<file path="src/rtl/vmis_pkg.sv">
package vmis_pkg;
  localparam int STAT_W = 8;
  localparam int RDATA_W = 32;

  localparam int B_EOI   = 0;
  localparam int B_UNDER = 1;
  localparam int B_ABSNT = 2;
  localparam int B_NOPND = 3;
  localparam int B_G0ON  = 4;
  localparam int B_G0OFF = 5;
  localparam int B_G1ON  = 6;
  localparam int B_G1OFF = 7;

  typedef enum logic [1:0] {
    LR_INVALID = 2'b00,
    LR_PENDING = 2'b01,
    LR_ACTIVE  = 2'b10,
    LR_ACT_PND = 2'b11
  } lr_state_t;

  typedef struct packed {
    logic g1_off;
    logic g1_on;
    logic g0_off;
    logic g0_on;
    logic nopend;
    logic absent;
    logic under;
  } cond_en_t;
endpackage

</file>
<file path="src/rtl/vmis_lr_scan.sv">
module vmis_lr_scan
  import vmis_pkg::*;
#(
  parameter int N_LR = 4
) (
  input  logic [2*N_LR-1:0] lr_state,
  output logic              none_pending,
  output logic              few_valid
);
  localparam int CNT_W = $clog2(N_LR + 1);

  logic [N_LR-1:0] is_valid;
  logic [N_LR-1:0] is_pend;
  logic [CNT_W-1:0] n_valid;

  for (genvar i = 0; i < N_LR; i++) begin : g_entry
    assign is_valid[i] = lr_state_t'(lr_state[2*i +: 2]) != LR_INVALID;
    assign is_pend[i]  = lr_state_t'(lr_state[2*i +: 2]) == LR_PENDING;
  end

  always_comb begin
    n_valid = '0;
    for (int i = 0; i < N_LR; i++) begin
      n_valid = n_valid + CNT_W'(is_valid[i]);
    end
  end

  assign none_pending = ~|is_pend;
  assign few_valid    = n_valid <= CNT_W'(1);
endmodule

</file>
<file path="src/rtl/vmis_cond.sv">
module vmis_cond
  import vmis_pkg::*;
#(
  parameter int N_LR     = 4,
  parameter int EOICNT_W = 5
) (
  input  cond_en_t              en,
  input  logic                  vm_grp0_on,
  input  logic                  vm_grp1_on,
  input  logic                  none_pending,
  input  logic                  few_valid,
  input  logic [EOICNT_W-1:0]   eoi_count,
  input  logic [N_LR-1:0]       eoi_status,
  output logic [STAT_W-1:0]     stat_d
);
  always_comb begin
    stat_d          = '0;
    stat_d[B_G1OFF] = en.g1_off & ~vm_grp1_on;
    stat_d[B_G1ON]  = en.g1_on  &  vm_grp1_on;
    stat_d[B_G0OFF] = en.g0_off & ~vm_grp0_on;
    stat_d[B_G0ON]  = en.g0_on  &  vm_grp0_on;
    stat_d[B_NOPND] = en.nopend & none_pending;
    stat_d[B_ABSNT] = en.absent & (eoi_count != '0);
    stat_d[B_UNDER] = en.under  & few_valid;
    stat_d[B_EOI]   = |eoi_status;
  end
endmodule

</file>
<file path="src/rtl/vmaint_status.sv">
module vmaint_status
  import vmis_pkg::*;
#(
  parameter int              N_LR        = 4,
  parameter int              EOICNT_W    = 5,
  parameter int              ADDR_W      = 12,
  parameter logic [ADDR_W-1:0] STAT_OFFSET = 'h010
) (
  input  logic                clk,
  input  logic                rst,
  input  logic                glob_en,
  input  logic                en_g1_off,
  input  logic                en_g1_on,
  input  logic                en_g0_off,
  input  logic                en_g0_on,
  input  logic                en_nopend,
  input  logic                en_lr_absent,
  input  logic                en_underflow,
  input  logic [EOICNT_W-1:0] eoi_count,
  input  logic                vm_grp0_on,
  input  logic                vm_grp1_on,
  input  logic [2*N_LR-1:0]   lr_state,
  input  logic [N_LR-1:0]     eoi_status,
  input  logic                bus_rd,
  input  logic                bus_wr,
  input  logic [ADDR_W-1:0]   bus_addr,
  input  logic [31:0]         bus_wdata,
  output logic [31:0]         rd_data,
  output logic                maint_irq
);
  localparam int PAD_W = RDATA_W - STAT_W;

  cond_en_t          en;
  logic              none_pending, few_valid;
  logic [STAT_W-1:0] stat_d, stat_q;
  logic              irq_q;
  logic [31:0]       rd_q;

  // the register has no writable state; the write side is absorbed here
  logic unused_wr;
  assign unused_wr = ^{bus_wr, bus_wdata};

  assign en = '{g1_off: en_g1_off, g1_on: en_g1_on, g0_off: en_g0_off,
                g0_on: en_g0_on, nopend: en_nopend, absent: en_lr_absent,
                under: en_underflow};

  vmis_lr_scan #(.N_LR(N_LR)) scan_i (
    .lr_state     (lr_state),
    .none_pending (none_pending),
    .few_valid    (few_valid)
  );

  vmis_cond #(.N_LR(N_LR), .EOICNT_W(EOICNT_W)) cond_i (
    .en           (en),
    .vm_grp0_on   (vm_grp0_on),
    .vm_grp1_on   (vm_grp1_on),
    .none_pending (none_pending),
    .few_valid    (few_valid),
    .eoi_count    (eoi_count),
    .eoi_status   (eoi_status),
    .stat_d       (stat_d)
  );

  always_ff @(posedge clk) begin
    if (rst) begin
      stat_q <= '0;
      irq_q  <= 1'b0;
      rd_q   <= '0;
    end else begin
      stat_q <= stat_d;
      irq_q  <= glob_en & (|stat_d);
      rd_q   <= (bus_rd && bus_addr == STAT_OFFSET) ? {{PAD_W{1'b0}}, stat_q} : '0;
    end
  end

  assign rd_data   = rd_q;
  assign maint_irq = irq_q;

  // interrupt only with global enable from the previous cycle
  a_r8_irq_needs_glob: assert property (@(posedge clk) disable iff (rst)
    maint_irq |-> $past(glob_en));
  // interrupt only while some status bit is held
  a_r8_irq_needs_stat: assert property (@(posedge clk) disable iff (rst)
    maint_irq |-> (stat_q != '0));
  // any end-of-interrupt bit sets bit 0 one edge later
  a_r7_eoi_seen: assert property (@(posedge clk) disable iff (rst)
    (!$past(rst) && $past(|eoi_status)) |-> stat_q[B_EOI]);
  // entry-not-present needs a nonzero count
  a_r5_absent_count: assert property (@(posedge clk) disable iff (rst)
    stat_q[B_ABSNT] |-> $past(eoi_count != '0));
  // other offsets return zero
  a_r9_other_zero: assert property (@(posedge clk) disable iff (rst)
    $past(bus_addr != STAT_OFFSET) |-> (rd_data == '0));
  // upper bits never set
  a_r1_upper_zero: assert property (@(posedge clk) disable iff (rst)
    rd_data[31:STAT_W] == '0);
endmodule

</file>
<file path="config.mk">
export PLATFORM = sky130hd
export DESIGN_NAME = vmaint_status
export DESIGN_NICKNAME = d
export VERILOG_FILES = /design/src/rtl/vmis_pkg.sv /design/src/rtl/vmis_lr_scan.sv /design/src/rtl/vmis_cond.sv /design/src/rtl/vmaint_status.sv
export SDC_FILE = /design/constraint.sdc
export NUM_CORES = 1
export LEC_CHECK = 0
export BUFFER_PORTS_ARGS = -buffer_cell sky130_fd_sc_hd__buf_2
export CORE_MARGIN = 5
export CORE_UTILIZATION = 34
export CTS_CLUSTER_DIAMETER = 40
export DETAILED_ROUTE_END_ITERATION = 10
export PLACE_DENSITY_LB_ADDON = 0.1
export SYNTH_ARGS = -nofsm -noshare
export SYNTH_HDL_FRONTEND = slang
export SYNTH_SLANG_ARGS = --single-unit
</file>
<file path="constraint.sdc">
create_clock -name clk -period 4.4 [get_ports clk]
set_input_delay 0.22 -clock clk [delete_from_list [all_inputs] [get_ports clk]]
set_output_delay 0.22 -clock clk [all_outputs]
set_load 0.005 [all_outputs]
</file>
==> results of run 1 <==
## cells in the final DEF (no fill, tap or decap)
master and n:
nor4_1 1, or4_1 1, ha_1 4, dfxtp_1 17
fa_1 1, nand2b_1 2, nand3_1 1, nor2_1 7
nand2_1 3, a21boi_0 1, clkbuf_4 3, a311oi_1 1
clkbuf_1 1, and3b_1 1, and2_1 8, or4_4 1
o2111ai_1 1, conb_1 24, or2_2 4, inv_1 7
buf_2 50, o21ai_0 2, nor3_1 1, a222oi_1 1
nor4b_1 2, nor4_4 1, nor3b_1 1
## power groups by stage
| stage | clock [mW] | combinational [mW] | sequential [mW] |
|---|---|---|---|
| detailed placement | 0 | 0.0451 | 0.162 |
| finish | 0.0770 | 0.0452 | 0.158 |
| global route | 0.0878 | 0.0524 | 0.159 |
| floorplan | 0 | 0.0380 | 0.162 |
| global placement | 0 | 0.0434 | 0.162 |
| CTS | 0.0819 | 0.0452 | 0.158 |
## cell families after synthesis
kind of cell / synth area share
AND/OR/NAND/NOR: 0.2429
adder cells (fa/ha/maj): 0.07910
flip-flops: 0.3842
buffers and inverters: 0.2387
other: 0.004233
AO/OA/AOI/OAI: 0.05086
## state kept, by name, summed over array words and instances, names as in the netlist
name / flops
stat_q: 8
maint_irq: 1
rd_data: 8
## final cells by class
type                       count  area [sq um]
fill                         240          1376
multi-input combinational     69         420.4
sequential                    17         340.3
timing repair buffer          50         250.2
tap                           30         37.54
clock buffer                   4         26.28
inverter                       7         26.28
## layer usage
layer	global-route usage	vias up	share of wire	wire length (microns)
met3	0.01677	0	0.13	205
met5	0	-	0	0
met1	0.09475	307	0.34	557
li1	-	365	-	-
met2	0.1571	36	0.53	867
met4	0.03715	0	0	0
## final timing paths
check	depth (start not counted)	startpoint	slack, ns	to
worst max register to register	1	stat_q[2]	3.87	rd_data[2]
worst min register to register	1	stat_q[5]	0.43	rd_data[5]
worst min-delay path	2	vm_grp1_on	0.13	stat_q[7]
worst max-delay path	10	lr_state[0]	2.22	maint_irq
## critical path, stage by stage
cell and delay (ns):
buf_2 0.11, or2_2 0.29, ha_1 0.31, fa_1 0.43, inv_1 0.09, ha_1 0.23, nor3b_1 0.20, o21ai_0 0.13
and3b_1 0.18, a311oi_1 0.20
==> summary.md, run 1 <==
| Metric | Value |
|---|---|
| Status | `complete, no violations` |
| Flops & latches, synth | `17` |
| Placed Cells incl. Taps | `173` |
| Final net count | `228` |
| Worst-Skew Late Latency | `0.27 ns` |
| Share of layout cells above drive strength 1 | `0.4014` |
| Num CTS Buffers | `3` |
| Mapped Cells | `95` |
| Site Rows | `18` |
| CTS tree | `built` |
| GRT Total Usage | `0.08560` |
| Die ar. | `3726 sq um` |
| Syn Area/Cell | `9.325 sq um` |
| Global route overflow | `0` |
| Critical Path Start Type | `primary input` |
| Pwr dens | `254.7 nW/um^2` |
| Hold Violations, Final | `0` |
| Post-route insts no fill | `177` |
| Distinct cells, synth | `26` |
| Kind of end point of the critical path | `register` |
| DIE WIDTH | `61.05 microns` |
| Min Tclk post-route | `2.185 ns` |
| Setup Fix Bufs, Post-CTS | `0` |
| Routed Antenna Nets | `0` |
| TritonRoute pass-1 iters | `4` |
| Post-route cell area | `1101 sq um` |
| Yosys warns | `0` |
| WL final | `1.630 mm` |
| RSZ-0062 raised after global routing | `false` |
| Setup Viol. Count Final | `0` |
| Data arrival, critical path | `2.37 ns` |
| HPWL Detailed | `1.493 mm` |
| Starting Density | `0.3576` |
| DP Area | `1075 sq um` |
| CORE AREA | `2477 sq um` |
| Final TNS setup | `0 ns` |
| Dpl ws | `1.897 ns` |
| I/O Pins | `108` |
| CTS sink count | `17` |
| CP max FO | `2` |
| Area grow syn2layout | `24.29%` |
| Placer Congestion | `0.6867` |
| Logic pwr share | `0.161` |
| N_diodes | `0` |
| DR WL/cell | `9.209 microns` |
| HP Class | `primary input to register` |
| Power share of the sequential group | `0.564` |
| Leak | `0.6061 nW` |
| Post-synth top area share | `0.3842` |
| Switching Share | `0.2301` |
| Min Hold Slack | `0.1319 ns` |
| Slew Limit Fails | `0` |
| Synth cell count leaders | `24 x buf_4, 17 x dfxtp_1, 8 x and2_1` |
| Drt drc | `0` |
| Clk root buf | `clkbuf_4` |
| Register area share after synthesis | `0.3842` |
| Async S/R FF share, synth | `0` |
| Crit share post-route | `0.4965` |
| CTS max path bufs | `2` |
| H-tree Lvls | `1` |
| Max cap viols | `0` |
| Critical Path RT | `4.59 ns` |
| Fin util | `0.4444` |
| Most common cell in the netlist | `buf_4` |
| # resized after CTS | `0` |
| Setup CP Type | `primary input to register` |
| DR iter-0 viols | `7` |
| Clk slew on worst S/H paths | `0.09 ns` |
| Syn Std Cell Area | `885.9 sq um` |
| Final setup margin | `2.215 ns` |
| Worst vdd ir | `0.1459 mV` |
| Die Y-Extent | `61.05 microns` |
| NetSw | `0.06452 mW` |
| P_int | `0.2159 mW` |
| Routed vias | `708` |
| Overall power | `0.2805 mW` |
| Clock Power Share | `0.275` |
| Top cell type by total area after synthesis | `dfxtp_1` |
| Fin Clk Skew | `0.0007868 ns` |
| Cts hold-fix bufs | `0` |
| Most used DFF post-synth | `dfxtp_1` |
| Vias in the first global route | `661` |
| I/O Buffers | `50` |
| Vias per cell | `4.000` |
| Ranking of synthesized cells by area | `dfxtp_1 38%, buf_4 20%, and2_1 5.6%` |
| First-pass GRT wire length | `2.477 mm` |
| Initial antenna violation count | `0` |
| Post-synth EDFFs | `0` |
| F_max | `457.7 MHz` |
| Pin count of the biggest net entering global routing | `11` |
(Power assumes the default switching activity.)
==> inputs of run 2 (changes only) <==
--- a/config.mk
+++ b/config.mk
@@ -7,7 +7,7 @@
 export LEC_CHECK = 0
 export BUFFER_PORTS_ARGS = -buffer_cell sky130_fd_sc_hd__buf_2
 export CORE_MARGIN = 5
-export CORE_UTILIZATION = 34
+export CORE_UTILIZATION = 32
 export CTS_CLUSTER_DIAMETER = 40
 export DETAILED_ROUTE_END_ITERATION = 10
 export PLACE_DENSITY_LB_ADDON = 0.1
==> constraint.sdc (replaced) <==
create_clock -name clk -period 2.2 [get_ports clk]
set_input_delay 0.11 -clock clk [delete_from_list [all_inputs] [get_ports clk]]
set_output_delay 0.11 -clock clk [all_outputs]
set_load 0.005 [all_outputs]
==> run 2 against run 1 <==
  * Sequential share of layout area is 0.69 points lower
  * Via count fell by 1.8%
  * Routed wire length grew 4.3%
  * Combinational power is 120% higher
  * Count of clock-buffer cells in the layout is the same
  * Sequential cell count unchanged
  * Critical path depth unchanged
  * First-iteration DRC count rose by 140%
  * Sequential power up 100%
  * Die area grew 5.2%
  * Register-to-register slack got worse by 2.2 ns
  * Worst hold slack worse by 0.11 ns
  * Critical endpoint unchanged
  * Largest cell class unchanged
==> summary.md, run 2 (synthesized netlist as in run 1, its figures left out) <==
| Metric | Value |
|---|---|
| Status | `complete, no violations (unchanged)` |
| Worst reg2reg path depth | `1 (unchanged)` |
| Final net count | `230 (was 228)` |
| Starting Density | `0.3269 (was 0.3576)` |
| DIE WIDTH | `62.62 microns (was 61.05 microns)` |
| Post-route cell area | `1126 sq um (was 1101 sq um)` |
| Setup Fix Bufs, Post-CTS | `0 (unchanged)` |
| Pwr dens | `506.8 nW/um^2 (was 254.7 nW/um^2)` |
| Share of layout cells above drive strength 1 | `0.4228 (was 0.4014)` |
| Most frequent cells in the layout | `50 x buf_2, 24 x conb_1, 17 x dfxtp_1 (unchanged)` |
| Fin Clk Skew | `0.004207 ns (was 0.0007868 ns)` |
| Drt drc | `0 (unchanged)` |
| CTS tree | `built (unchanged)` |
| Hold Violations, Final | `0 (unchanged)` |
| N_diodes | `0 (unchanged)` |
| WL final | `1.700 mm (was 1.630 mm)` |
| Slew Limit Fails | `0 (unchanged)` |
| CTS max path bufs | `2 (unchanged)` |
| Crit share post-route | `0.9099` |
| Initial antenna violation count | `0 (unchanged)` |
| Setup CP Type | `primary input to register (unchanged)` |
| H-tree Lvls | `1 (unchanged)` |
| Reg-to-Reg End | `rd_data[6] (was rd_data[2])` |
| Die Y-Extent | `62.62 microns (was 61.05 microns)` |
| Vias per cell | `3.861 (was 4.000)` |
| F_max | `499.6 MHz` |
| Max cap viols | `0 (unchanged)` |
| DP Area | `1091 sq um (was 1075 sq um)` |
| I/O Pins | `108 (unchanged)` |
| Placer Congestion | `0.7946 (was 0.6867)` |
| CTS sink count | `17 (unchanged)` |
| RSZ-0062 raised after global routing | `false (unchanged)` |
| Die ar. | `3921 sq um (was 3726 sq um)` |
| Area grow syn2layout | `27.12% (was 24.29%)` |
| NetSw | `0.1330 mW (was 0.06452 mW)` |
| Setup Viol. Count Final | `0 (unchanged)` |
| HPWL Detailed | `1.553 mm (was 1.493 mm)` |
| Clk slew on worst S/H paths | `0.09 ns (about the same)` |
| Commonest non-fill, non-tap cell in the layout | `buf_2 (unchanged)` |
| DR iter-0 viols | `17 (was 7)` |
| HP Class | `primary input to register (unchanged)` |
| CORE AREA | `2710 sq um (was 2477 sq um)` |
| Kind of end point of the critical path | `register (unchanged)` |
| Worst vdd ir | `0.2955 mV (was 0.1459 mV)` |
| Min Tclk post-route | `2.002 ns` |
| Vias in the first global route | `701 (was 661)` |
| Critical Path Source | `lr_state[0] (unchanged)` |
| Leak | `0.6160 nW (was 0.6061 nW)` |
| Clk root buf | `clkbuf_4 (unchanged)` |
| Data arrival, critical path | `2.20 ns (was 2.37 ns)` |
| Routed vias | `695 (was 708)` |
| Site Rows | `19 (was 18)` |
| Switching Share | `0.2331 (was 0.2301)` |
| Critical Path Start Type | `primary input (unchanged)` |
| Worst-Skew Late Latency | `0.28 ns (was 0.27 ns)` |
| Routed Antenna Nets | `0 (unchanged)` |
| Overall power | `0.5707 mW (was 0.2805 mW)` |
| P_int | `0.4376 mW (was 0.2159 mW)` |
| Critical Path RT | `2.40 ns (was 4.59 ns)` |
| CP max FO | `2 (unchanged)` |
| Reg2Reg Setup Slack | `1.68 ns (was 3.87 ns)` |
| Num CTS Buffers | `3 (unchanged)` |
| GRT Total Usage | `0.08213 (was 0.08560)` |
| Pin count of the biggest net entering global routing | `11 (unchanged)` |
| TritonRoute pass-1 iters | `4 (unchanged)` |
| Global route overflow | `0 (unchanged)` |
| Power share of the sequential group | `0.555 (was 0.564)` |
| First-pass GRT wire length | `2.725 mm (was 2.477 mm)` |
| I/O Buffers | `50 (unchanged)` |
| Logic pwr share | `0.174 (was 0.161)` |
| Clock Power Share | `0.272 (was 0.275)` |
| DR WL/cell | `9.444 microns (was 9.209 microns)` |
| Final TNS setup | `0 ns (unchanged)` |
| Worst reg2reg path startpoint | `stat_q[6] (was stat_q[2])` |
| CP endpoint | `maint_irq (unchanged)` |
-- run 2: cell count changes in the layout (fill, tap and decap cells not counted), sizes merged --
cell / previous run / this run
buf: 50 / 52
-- run 2: area by class of cell --
cell class	instances	area, sq um
sequential	17	340.3
timing repair buffer	52	265.3
clock buffer	4	26.28
inverter	7	26.28
fill	303	1584
tap	31	38.79
multi-input combinational	69	429.2
-- run 2: worst max-delay path, cell delays in order --
cell,delay (ns)
buf_2,0.10
or2_2,0.29
ha_1,0.33
fa_2,0.38
inv_1,0.08
ha_1,0.23
nor3b_1,0.20
o21ai_1,0.11
and3b_1,0.18
a311oi_2,0.19
-- run 2: worst min path at each step --
stage | startpoint | to | slack, ns | cells after the start
2_1_floorplan | vm_grp1_on | stat_q[7] | 0.19 | 1
3_3_place_gp | vm_grp1_on | stat_q[7] | 0.31 | 2
3_5_place_dp | vm_grp1_on | stat_q[7] | 0.31 | 2
4_1_cts | vm_grp1_on | stat_q[7] | 0.01 | 2
5_1_grt | vm_grp1_on | stat_q[7] | 0.009 | 2
6_report | vm_grp1_on | stat_q[7] | 0.03 | 2
-- run 2: power by group through the flow --
stage	Sequential [mW]	Clock, mW	Combinational [mW]
after global placement	0.324	0	0.0927
after global routing	0.318	0.174	0.115
after detailed placement	0.324	0	0.0968
after CTS	0.317	0.163	0.0971
final	0.316	0.155	0.0992
after floorplan	0.324	0	0.0759
-- run 2: repair_timing --
item | in CTS | in global routing
hold buffers | 0 | 0
endpoints found under the setup margin | 0 | 1
gates resized for setup | 0 | 3
-- run 2: layer usage --
layer,track usage,part of all wire
met1,0.08206,0.35
met2,0.1528,0.55
met3,0.01799,0.088
met4,0.04775,0.012
met5,0,0
-- run 2: per-stage QoR --
step | setup WS (ns) | utilization | cells | hold WS (ns)
3_3_place_gp | -0.1176 | 0.4026 | 176 | 0.3130
2_1_floorplan | 0.09320 | - | 118 | 0.1868
3_5_place_dp | -0.1797 | 0.4026 | 176 | 0.3133
4_1_cts | 0.1018 | 0.4123 | 180 | 0.009938
5_1_grt | 0.06445 | 0.4155 | 180 | 0.009381
6_report | 0.1983 | 0.4155 | 180 | 0.02540
